## src/rtl/regbuf_pkg.sv

```systemverilog
`timescale 1ns/1ps
package regbuf_pkg;

  localparam int unsigned POS_MAX = 25;
  localparam int unsigned DUP_MAX = 14;

  // mode = {cfg_sel1, cfg_sel0}
  typedef enum logic [1:0] {
    MODE_WIDE   = 2'b00,
    MODE_RSVD   = 2'b01,
    MODE_DUP14  = 2'b10,
    MODE_SPARSE = 2'b11
  } mode_t;

  // live positions for a mode; bit p-1 stands for position p
  function automatic logic [POS_MAX-1:0] pos_mask(mode_t m);
    logic [POS_MAX-1:0] v;
    v = '0;
    for (int p = 1; p <= POS_MAX; p++) begin
      logic base;
      logic sparse;
      base   = (p != 1) && (p != 4) && (p != 7);
      sparse = (p <= 6) || ((p >= 8) && (p <= 10)) || (p == 12) || (p == 13);
      case (m)
        MODE_WIDE:   v[p-1] = base;
        MODE_DUP14:  v[p-1] = base && (p <= DUP_MAX);
        MODE_SPARSE: v[p-1] = sparse;
        default:     v[p-1] = 1'b0;
      endcase
    end
    return v;
  endfunction

  function automatic logic is_dual(mode_t m);
    return (m == MODE_DUP14) || (m == MODE_SPARSE);
  endfunction

  function automatic logic is_wide(mode_t m);
    return m == MODE_WIDE;
  endfunction

endpackage

```

## src/rtl/regbuf_cfg.sv

```systemverilog
`timescale 1ns/1ps
module regbuf_cfg
  import regbuf_pkg::*;
#(
  parameter int unsigned NPOS = POS_MAX
) (
  input  logic            clk,
  input  logic            rst_n,
  input  logic            cfg_sel0,
  input  logic            cfg_sel1,
  output logic [NPOS-1:0] mask,
  output logic            dual,
  output logic            wide
);

  mode_t mode_r;

  // the mode is registered, so a pin change shows after the next edge
  always_ff @(posedge clk or negedge rst_n) begin
    if (!rst_n) mode_r <= MODE_WIDE;
    else        mode_r <= mode_t'({cfg_sel1, cfg_sel0});
  end

  logic [POS_MAX-1:0] full_mask;

  always_comb begin
    full_mask = pos_mask(mode_r);
    dual      = is_dual(mode_r);
    wide      = is_wide(mode_r);
  end

  assign mask = full_mask[NPOS-1:0];

endmodule

```

## src/rtl/regbuf_cap.sv

```systemverilog
`timescale 1ns/1ps
module regbuf_cap #(
  parameter int unsigned W = 1
) (
  input  logic         clk,
  input  logic         rst_n,
  input  logic         en,
  input  logic [W-1:0] d,
  output logic [W-1:0] q
);

  always_ff @(posedge clk or negedge rst_n) begin
    if (!rst_n)  q <= '0;
    else if (en) q <= d;
  end

endmodule

```

## src/rtl/regbuf_fanout.sv

```systemverilog
`timescale 1ns/1ps
module regbuf_fanout #(
  parameter int unsigned NPOS = 25,
  parameter int unsigned NDUP = 14
) (
  input  logic [NPOS-1:0] held,
  input  logic [NPOS-1:0] mask,
  input  logic            dual,
  input  logic            wide,
  output logic [NPOS-1:0] q_wide,
  output logic [NDUP-1:0] q_a,
  output logic [NDUP-1:0] q_b
);

  logic [NPOS-1:0] live;
  assign live = held & mask;

  genvar i;
  generate
    for (i = 0; i < NPOS; i++) begin : g_wide
      assign q_wide[i] = wide & live[i];
    end
    for (i = 0; i < NDUP; i++) begin : g_dup
      assign q_a[i] = dual & live[i];
      assign q_b[i] = dual & live[i];
    end
  endgenerate

endmodule

```

## src/rtl/cmd_regbuf.sv

```systemverilog
`timescale 1ns/1ps
module cmd_regbuf
  import regbuf_pkg::*;
#(
  parameter int unsigned NPOS = POS_MAX,
  parameter int unsigned NDUP = DUP_MAX
) (
  input  logic            clk,
  input  logic            rst_n,
  input  logic            cfg_sel0,
  input  logic            cfg_sel1,
  input  logic            rank_sel_n,
  input  logic            aux_sel_n,
  input  logic [NPOS-1:0] d_in,
  input  logic            odt_in,
  input  logic            cke_in,
  output logic [NPOS-1:0] q_out,
  output logic [NDUP-1:0] qa_out,
  output logic [NDUP-1:0] qb_out,
  output logic            odt_q,
  output logic            odt_qa,
  output logic            odt_qb,
  output logic            cke_q,
  output logic            cke_qa,
  output logic            cke_qb,
  output logic            cs_q,
  output logic            cs_qa,
  output logic            cs_qb
);

  localparam int unsigned NCTL = 3;

  // named events for the checker
  logic hold_evt;
  logic capture_evt;
  assign hold_evt    = rank_sel_n & aux_sel_n;
  assign capture_evt = ~hold_evt;

  logic [NPOS-1:0] held_q;
  logic [NCTL-1:0] ctl_q;
  logic [NPOS-1:0] mask;
  logic            dual;
  logic            wide;

  regbuf_cfg #(.NPOS(NPOS)) u_cfg (
    .clk      (clk),
    .rst_n    (rst_n),
    .cfg_sel0 (cfg_sel0),
    .cfg_sel1 (cfg_sel1),
    .mask     (mask),
    .dual     (dual),
    .wide     (wide)
  );

  regbuf_cap #(.W(NPOS)) u_data (
    .clk   (clk),
    .rst_n (rst_n),
    .en    (capture_evt),
    .d     (d_in),
    .q     (held_q)
  );

  regbuf_cap #(.W(NCTL)) u_ctl (
    .clk   (clk),
    .rst_n (rst_n),
    .en    (1'b1),
    .d     ({rank_sel_n, cke_in, odt_in}),
    .q     (ctl_q)
  );

  regbuf_fanout #(.NPOS(NPOS), .NDUP(NDUP)) u_fan (
    .held   (held_q),
    .mask   (mask),
    .dual   (dual),
    .wide   (wide),
    .q_wide (q_out),
    .q_a    (qa_out),
    .q_b    (qb_out)
  );

  assign odt_q  = ctl_q[0];
  assign odt_qa = ctl_q[0];
  assign odt_qb = ctl_q[0];
  assign cke_q  = ctl_q[1];
  assign cke_qa = ctl_q[1];
  assign cke_qb = ctl_q[1];
  assign cs_q   = ctl_q[2];
  assign cs_qa  = ctl_q[2];
  assign cs_qb  = ctl_q[2];

endmodule

```

## config.mk

```make
export PLATFORM = sky130hd
export DESIGN_NAME = cmd_regbuf
export DESIGN_NICKNAME = d
export VERILOG_FILES = /design/src/rtl/regbuf_pkg.sv /design/src/rtl/regbuf_cfg.sv /design/src/rtl/regbuf_cap.sv /design/src/rtl/regbuf_fanout.sv /design/src/rtl/cmd_regbuf.sv
export SDC_FILE = /design/constraint.sdc
export NUM_CORES = 1
export LEC_CHECK = 0
export ABC_AREA = 1
export BUFFER_PORTS_ARGS = -buffer_cell sky130_fd_sc_hd__buf_2
export CORE_ASPECT_RATIO = 0.8
export CORE_MARGIN = 1.5
export CORE_UTILIZATION = 48
export CTS_CLUSTER_SIZE = 28
export DETAILED_ROUTE_END_ITERATION = 7
export PLACE_DENSITY = 0.85
export SYNTH_ARGS = -nofsm -noshare
export SYNTH_HDL_FRONTEND = slang
export SYNTH_HIERARCHICAL = 1
export SYNTH_SLANG_ARGS = --single-unit
```

## constraint.sdc

```tcl
create_clock -name clk -period 2.6 [get_ports clk]
set_input_delay 0.13 -clock clk [delete_from_list [all_inputs] [get_ports clk]]
set_output_delay 0.13 -clock clk [all_outputs]
set_load 0.05 [all_outputs]
```

==> impl_metrics.yaml, run 1 <==
synth:
  synthSimpleGateAreaFrac_pct: 32.6
  synth_cells: 242
  yosysWarningCount: 6
  synthMuxAreaShare_pct: 0
  synth_compound_area_share_pct: 0
  avgSynthCellArea_um2: 7.30
  synth-seq-cells: 30
  synth-xor-area-share_pct: 0
  synth_top_family_by_area: "simple AND/OR/NAND/NOR gates"
  netlist_area_um2: 1770
  yosys.area_share.adder_pct: 0
  ys_types: 11
  ys_seq_area_share_pct: 42.5
setup_path:
  crit_path_end_kind: "output pin"
  crit_arrival_ns: 1.68
  reg2regPathDepth: 2
  cp_max_fo: 25
  worstSetupPathType: "flop to output pin"
  start_kind: "flop"
  crit_required_ns: 2.47
global_route:
  grt_max_degree: 31
  grt_pass1_vias: 1366
  grt_overflow_total: 0
  antenna_found_initial: 0
  grt_use_total_pct: 18.2
  grt_pass1_wl_um: 5710
sta:
  fin_skew_ns: 0
  post-route-min-period_ns: 1.81
  tns_ns: 0
  fmax_mhz: 551
  maxSlewViolCount: 1
  grt_setup_unrepaired: "false"
  slew_headroom_pct: -14.3
  setup_violations: 0
  worstMarginPinSlew_ns: 1.71
  hold_viol: 0
  post-route-period-util_pct: 69.8
detailed_routing:
  vias: 1485
  ant_nets: 0
  viasPerCell: 4.38
  drt_iter0_drc: 54
  drt-pass1-iter-count: 4
  drt-wirelength-per-cell_um: 10.0
  drt_wl_total_um: 3400
  drc: 0
placement:
  dp_hpwl_um: 2520
  dpl_cell_area_um2: 1900
  port-buffer-count: 91
  place.gp.congestion: 0.703
  dp_cells: 329
die:
  start_util_pct: 50.9
  fp.dieW_um: 70.8
  coreArea_um2: 3470
  pin_count: 95
  die_area_um2: 4060
  die_h_um: 57.3
  fp-row-count: 19
flow_run:
  cap_violations: 0
finish:
  nets: 330
  layout-drive-gt1-share_pct: 35.0
  n_fill_cell: 355
  antenna_cells: 0
  area_growth_pct: 13.5
  utilization_pct: 57.8
  final_cell_mix: "nand2_1, buf_2, nor2_1"
  final_area_um2: 2010
  final_common_cell: "nand2_1"
  final_cells: 339
clocking:
  htreeDepth: 2
  tritoncts.num_buffers: 5
  cts_tree: "done"
  post_cts_buffers: 0
  cts_resized: 0
  clk_latency_ns: 0.27
  cts_sinks: 30
  cts_hold_buf: 3
  clock_path_buffers: 2
  path_clk_slew_ns: 0.06
  cts_root_buf: "clkbuf_8"
power:
  leakage_uw: 0.00126
  totalPowerFinal_uw: 1200
  peakVddDrop_mv: 0.378
  powerDensity_nw_per_um2: 597
min_path:
  hold_depth: 3
  worstHoldPathType: "primary input to flop"
run_status:
  violations: "max-slew violations"
  status: "complete, but fails checks"
==> registers in the layout, summed over array words and instances (netlist names) <==
| register | flops |
|---|---|
| u_cfg/mode_r | 2 |
| u_ctl/q | 3 |
| u_data/q | 25 |
==> power breakdown <==
group          leakage (uW)  internal (uW)  total, uW  switching, uW
clock             0.0000383            183        333            149
sequential         0.000359            505        527           21.6
combinational      0.000865           78.8        337            258
total               0.00126            768       1200            429
==> cells in the mapped netlist <==
master | number | area share [%]
inv_1 | 3 | 0.64
conb_1 | 2 | 0.43
clkbuf_1 | 1 | 0.21
nor2_2 | 2 | 0.71
nand2_1 | 112 | 24
buf_4 | 44 | 19
dfrtp_1 | 30 | 42
nor2_1 | 38 | 8.1
buf_6 | 6 | 3.8
inv_2 | 3 | 0.64
inv_6 | 1 | 0.50
==> worst max-delay path: stages (launching register included) <==
cell and delay, ns:
dfrtp_1 0.40, nor2_1 0.15, buf_4 0.20, inv_2 0.20, nor2_1 0.18, buf_2 0.28
==> layer usage <==
metal | routed length [um] | up-vias | GRT usage, %
li1 | - | 773 | -
met1 | 1500 | 655 | 23.3
met2 | 1610 | 52 | 29.0
met3 | 256 | 5 | 5.65
met4 | 39 | 0 | 7.28
met5 | 0 | - | 0
==> layout make-up <==
cell class | count | area (um^2) | area share [%]
Tap cell | 42 | 52.6 | 2.62
Inverter | 7 | 31.3 | 1.56
Sequential cell | 30 | 751 | 37.4
Timing Repair Buffer | 96 | 500 | 25.0
Multi-Input combinational cell | 157 | 594 | 29.6
Clock buffer | 7 | 76.3 | 3.81
==> through the flow <==
step | hold WS, ns | worst slack, ns
detailed placement | 0.194 | 1.08
floorplan | -0.166 | 0.641
global route | 0.0584 | 0.671
finish | 0.0505 | 0.786
global placement | 0.189 | 1.09
CTS | 0.0429 | 0.780
==> cell families (layout without fill, tap and decap cells) <==
family	after synthesis	count (layout)
flops	30	30
other cells	2	5
simple gates	152	152
buf+inv	58	110
==> path summary, 6_finish.rpt <==
| path | startpoint | to | slack (ns) |
|---|---|---|---|
| setup / recovery | u_cfg/mode_r[1] | q_out[22] | 0.79 |
| hold / removal | cke_in | u_ctl/q[1] | 0.05 |
| setup reg to reg | u_data/q[18] | u_data/q[18] | 1.98 |
| min in group asynchronous | rst_n | u_data/q[9] | 0.43 |
| hold reg to reg | u_data/q[7] | u_data/q[7] | 0.47 |
| max in group asynchronous | rst_n | u_cfg/mode_r[1] | 1.75 |
Note: power is estimated with default switching activity, not from simulation.
==> run 2: changes to the inputs <==
--- a/config.mk
+++ b/config.mk
@@ -9,10 +9,10 @@
 export BUFFER_PORTS_ARGS = -buffer_cell sky130_fd_sc_hd__buf_2
 export CORE_ASPECT_RATIO = 0.8
 export CORE_MARGIN = 1.5
-export CORE_UTILIZATION = 48
+export CORE_UTILIZATION = 45
 export CTS_CLUSTER_SIZE = 28
 export DETAILED_ROUTE_END_ITERATION = 7
-export PLACE_DENSITY = 0.85
+export PLACE_DENSITY = 0.8
 export SYNTH_ARGS = -nofsm -noshare
 export SYNTH_HDL_FRONTEND = slang
 export SYNTH_HIERARCHICAL = 1
==> constraint.sdc (replaced) <==
create_clock -name clk -period 1.8 [get_ports clk]
set_input_delay 0.09 -clock clk [delete_from_list [all_inputs] [get_ports clk]]
set_output_delay 0.09 -clock clk [all_outputs]
set_load 0.05 [all_outputs]
==> run 2 against run 1 <==
  * The run still ends with max-slew violations left
  * Critical path type unchanged
  * Power rose by 50%
  * Cell count increased by 4.1%
  * Clock-buffer cell count unchanged
  * Hold slack worse by 0.035 ns
  * Cell area is 2.8% higher
  * Critical endpoint is now qb_out[11]
==> impl_metrics.yaml, run 2 (same netlist as run 1, synthesis figures left out) <==
placement:
  dpl_cell_area_um2: 1940
  dp_cells: 342
  place.gp.congestion: 0.715
  port-buffer-count: 91
  dp_hpwl_um: 2580
  dp_slack_ns: 0.451
setup_path:
  crit_required_ns: 1.71
  start_kind: "flop"
  worstSetupPathType: "flop to output pin"
  cp_max_fo: 9
  crit_arrival_ns: 1.54
  crit_path_end_kind: "output pin"
  reg2regPathDepth: 2
clocking:
  cts_sinks: 30
  cts_root_buf: "clkbuf_8"
  cts_tree: "done"
  path_clk_slew_ns: 0.06
  cts_resized: 0
  clk_latency_ns: 0.27
  clock_path_buffers: 2
  tritoncts.num_buffers: 5
  htreeDepth: 2
global_route:
  grt_use_total_pct: 17.7
  grt_pass1_wl_um: 5800
  antenna_found_initial: 0
  grt_pass1_vias: 1329
  grt_max_degree: 31
  grt_overflow_total: 0
detailed_routing:
  viasPerCell: 4.32
  drt_iter0_drc: 63
  drt_wl_total_um: 3550
  drc: 0
  drt-wirelength-per-cell_um: 10.0
  vias: 1526
  drt-pass1-iter-count: 4
  ant_nets: 0
sta:
  tns_ns: 0
  maxSlewViolCount: 1
  slew_headroom_pct: -14.8
  hold_viol: 0
  post-route-min-period_ns: 1.63
  setup_violations: 0
  fin_skew_ns: 0
  grt_setup_unrepaired: "false"
  fmax_mhz: 612
  fin_ws_ns: 0.165
  worstMarginPinSlew_ns: 1.72
  post-route-period-util_pct: 90.8
die:
  die_h_um: 59.0
  fp-row-count: 20
  die_area_um2: 4310
  coreArea_um2: 3780
  pin_count: 95
  start_util_pct: 46.8
  fp.dieW_um: 73.1
min_path:
  worstHoldPathType: "primary input to flop"
  hold_depth: 3
power:
  powerDensity_nw_per_um2: 869
  peakVddDrop_mv: 0.528
  leakage_uw: 0.00127
finish:
  area_growth_pct: 16.7
  largest_register_ff_count: 25
  final_common_cell: "nand2_1"
  utilization_pct: 54.6
  layout-drive-gt1-share_pct: 38.9
  final_cell_mix: "nand2_1, buf_2, dfrtp_1"
  antenna_cells: 0
  nets: 330
  multi_input_area_um2: 619
  reg_top3: "u_data/q x25, u_ctl/q x3, u_cfg/mode_r x2"
  final_cells: 353
  final_area_um2: 2060
  n_fill_cell: 384
  regArea_um2: 751
  regMostFlops: "u_data/q"
run_status:
  violations: "max-slew violations"
  status: "complete, but fails checks"
flow_run:
  cap_violations: 0
run 2: critical path, cell delays in order (launching register included):
cell	delay, ns
dfrtp_1	0.39
inv_1	0.06
nand2_1	0.27
nand2_1	0.16
nor2_2	0.12
buf_2	0.27
run 2: worst paths after layout:
| check | slack (ns) | end | startpoint |
|---|---|---|---|
| min in group asynchronous | 0.38 | u_data/q[15] | rst_n |
| hold reg to reg | 0.47 | u_data/q[2] | u_data/q[2] |
| max in group asynchronous | 0.98 | u_data/q[8] | rst_n |
| hold / removal | 0.02 | u_data/q[10] | d_in[10] |
| setup / recovery | 0.17 | qb_out[11] | u_cfg/mode_r[1] |
| setup reg to reg | 1.19 | u_data/q[3] | u_data/q[3] |
run 2: final cells by class:
class                           count  share of cell area, %
Multi-Input combinational cell    157                   30.0
Clock buffer                        7                   4.19
Inverter                            7                   1.52
Timing Repair Buffer               96                   24.3
Clock inverter                      1                  0.243
Sequential cell                    30                   36.4
Tap cell                           55                   3.34
run 2: repair_timing:
| item | CTS | global route |
|---|---|---|
| endpoints found under the hold margin | 32 | 0 |
| hold buffers | 3 | 0 |
| setup buffers | 0 | 0 |
run 2: where the power goes:
group | total [uW] | switching, uW | internal, uW
Combinational | 496 | 381 | 116
Clock | 536 | 228 | 308
Sequential | 760 | 30.7 | 730
run 2: routing by layer:
metal	GRT usage (%)	part of all wire, %
met2	30.6	50
met4	6.74	1.0
met1	21.8	42
met3	3.91	6.8
met5	0	0
run 2: through the flow:
stage	hold WS, ns	power [uW]
2_1_floorplan	-0.206	1220
3_3_place_gp	0.155	1260
3_5_place_dp	0.167	1270
4_1_cts	0.00538	1820
5_1_grt	0.00927	1900
6_report	0.0154	1790
==> run 3: changes to the inputs <==
--- a/config.mk
+++ b/config.mk
@@ -7,7 +7,7 @@
 export LEC_CHECK = 0
 export ABC_AREA = 1
 export BUFFER_PORTS_ARGS = -buffer_cell sky130_fd_sc_hd__buf_2
-export CORE_ASPECT_RATIO = 0.8
+export CORE_ASPECT_RATIO = 0.6
 export CORE_MARGIN = 1.5
 export CORE_UTILIZATION = 45
 export CTS_CLUSTER_SIZE = 28
==> run 3 against run 2 <==
  * The run still ends with max-slew violations left
  * Hold slack got worse by 0.0035 ns
  * First-iteration DRC count is 9.5% lower
  * Die area up 0.23%
  * Cell count fell by 2.5%
  * Clock power decreased by 9.3%
  * Clock skew did not move
  * Global-route usage rose by 0.45 points
  * Setup slack gained 0.024 ns
  * Power decreased by 2.7%
  * Sequential share of layout area up 0.45 points
  * Wire length grew 0.62%
  * Largest power group unchanged
  * Via count fell by 2.9%
==> impl_metrics.yaml, run 3 (same netlist as run 1, synthesis figures left out) <==
global_route:
  grt_overflow_total: 0
  antenna_found_initial: 0
  grt_use_total_pct: 18.2
  grt_max_degree: 31
  grt_pass1_vias: 1408
  grt_pass1_wl_um: 6140
finish:
  reg_top3: "u_data/q x25, u_ctl/q x3, u_cfg/mode_r x2"
  n_fill_cell: 389
  layout-drive-gt1-share_pct: 38.4
  final_cell_mix: "nand2_1, buf_2, dfrtp_1"
  utilization_pct: 54.7
  regMostFlops: "u_data/q"
  nets: 330
  area_growth_pct: 15.3
  antenna_cells: 0
  final_common_cell: "nand2_1"
  largest_register_ff_count: 25
  regArea_um2: 751
  multi_input_area_um2: 619
detailed_routing:
  drt-wirelength-per-cell_um: 10.4
  drc: 0
  viasPerCell: 4.31
  drt_wl_total_um: 3570
  drt-pass1-iter-count: 4
  drt_iter0_drc: 57
  ant_nets: 0
  vias: 1482
placement:
  port-buffer-count: 91
  dp_hpwl_um: 2650
  place.gp.congestion: 0.756
clocking:
  cts_tree: "done"
  cts_resized: 0
  htreeDepth: 2
  cts_sinks: 30
  clock_path_buffers: 2
  cts_hold_buf: 3
  cts_root_buf: "clkbuf_8"
  tritoncts.num_buffers: 5
  clk_latency_ns: 0.27
  post_cts_buffers: 0
  path_clk_slew_ns: 0.06
power:
  leakage_uw: 0.00126
  powerDensity_nw_per_um2: 856
  peakVddDrop_mv: 0.492
setup_path:
  setup.worst_path.end: "qb_out[1]"
  cp_max_fo: 9
  reg2regPathDepth: 2
  r2r-start: "u_data/q[8]"
  crit_arrival_ns: 1.52
  crit_required_ns: 1.71
  start_kind: "flop"
  rr_endpoint: "u_data/q[8]"
  crit_path_end_kind: "output pin"
  worstSetupPathType: "flop to output pin"
  setup.worst_path.start: "u_cfg/mode_r[1]"
  r2r_setup_slack_ns: 1.17
sta:
  post-route-period-util_pct: 89.5
  setup_violations: 0
  worstMarginPinSlew_ns: 1.72
  timing.hold.ws_ns: 0.0119
  fin_skew_ns: 0
  post-route-min-period_ns: 1.61
  tns_ns: 0
  fmax_mhz: 621
  maxSlewViolCount: 1
  hold_viol: 0
  grt_setup_unrepaired: "false"
  slew_headroom_pct: -15.1
die:
  die_h_um: 51.5
  fp.dieW_um: 83.9
  die_area_um2: 4320
  pin_count: 95
  coreArea_um2: 3720
  start_util_pct: 47.5
  fp-row-count: 17
min_path:
  worstHoldStart: "d_in[1]"
  worstHoldPathType: "primary input to flop"
flow_run:
  cap_violations: 0
run_status:
  status: "complete, but fails checks"
  violations: "max-slew violations"
[run 3: layout make-up]
type | count | area share (%)
sequential | 30 | 36.9
multi-input combinational | 157 | 30.4
timing repair buffer | 96 | 24.6
clock buffer | 7 | 3.75
tap | 47 | 2.89
inverter | 7 | 1.54
[run 3: worst min path at each step]
stage	endpoint	slack, ns	depth (start not counted)
CTS	u_data/q[1]	0.007	3
global route	u_data/q[1]	0.003	3
global placement	u_data/q[4]	0.15	1
detailed placement	u_data/q[2]	0.16	1
finish	u_data/q[1]	0.01	3
floorplan	u_cfg/mode_r[0]	-0.21	0
[run 3: per-layer routing]
| layer | up-vias | global-route usage (%) | share of wire (%) |
|---|---|---|---|
| li1 | 772 | - | - |
| met1 | 648 | 23.0 | 48 |
| met2 | 60 | 31.0 | 44 |
| met3 | 2 | 5.40 | 7.3 |
| met4 | 0 | 4.92 | 0.53 |
| met5 | - | 0 | 0 |
[run 3: critical path: stages (launching register included)]
cell,delay [ns]
dfrtp_1,0.39
inv_1,0.05
nand2_1,0.26
nand2_1,0.15
nor2_1,0.13
buf_2,0.28
[run 3: power by group]
group | switching [uW] | internal, uW
clock network | 221 | 265
registers | 30.6 | 730
logic | 383 | 116
total | 634 | 1110
[run 3: through the flow]
step	worst slack [ns]	cell area, um^2	total power (uW)	std cells
floorplan	-0.119	1800	1220	245
global placement	0.484	1930	1260	334
detailed placement	0.458	1930	1270	334
CTS	0.157	2040	1770	344
global route	0.0164	2040	1850	344
finish	0.189	2040	1740	344
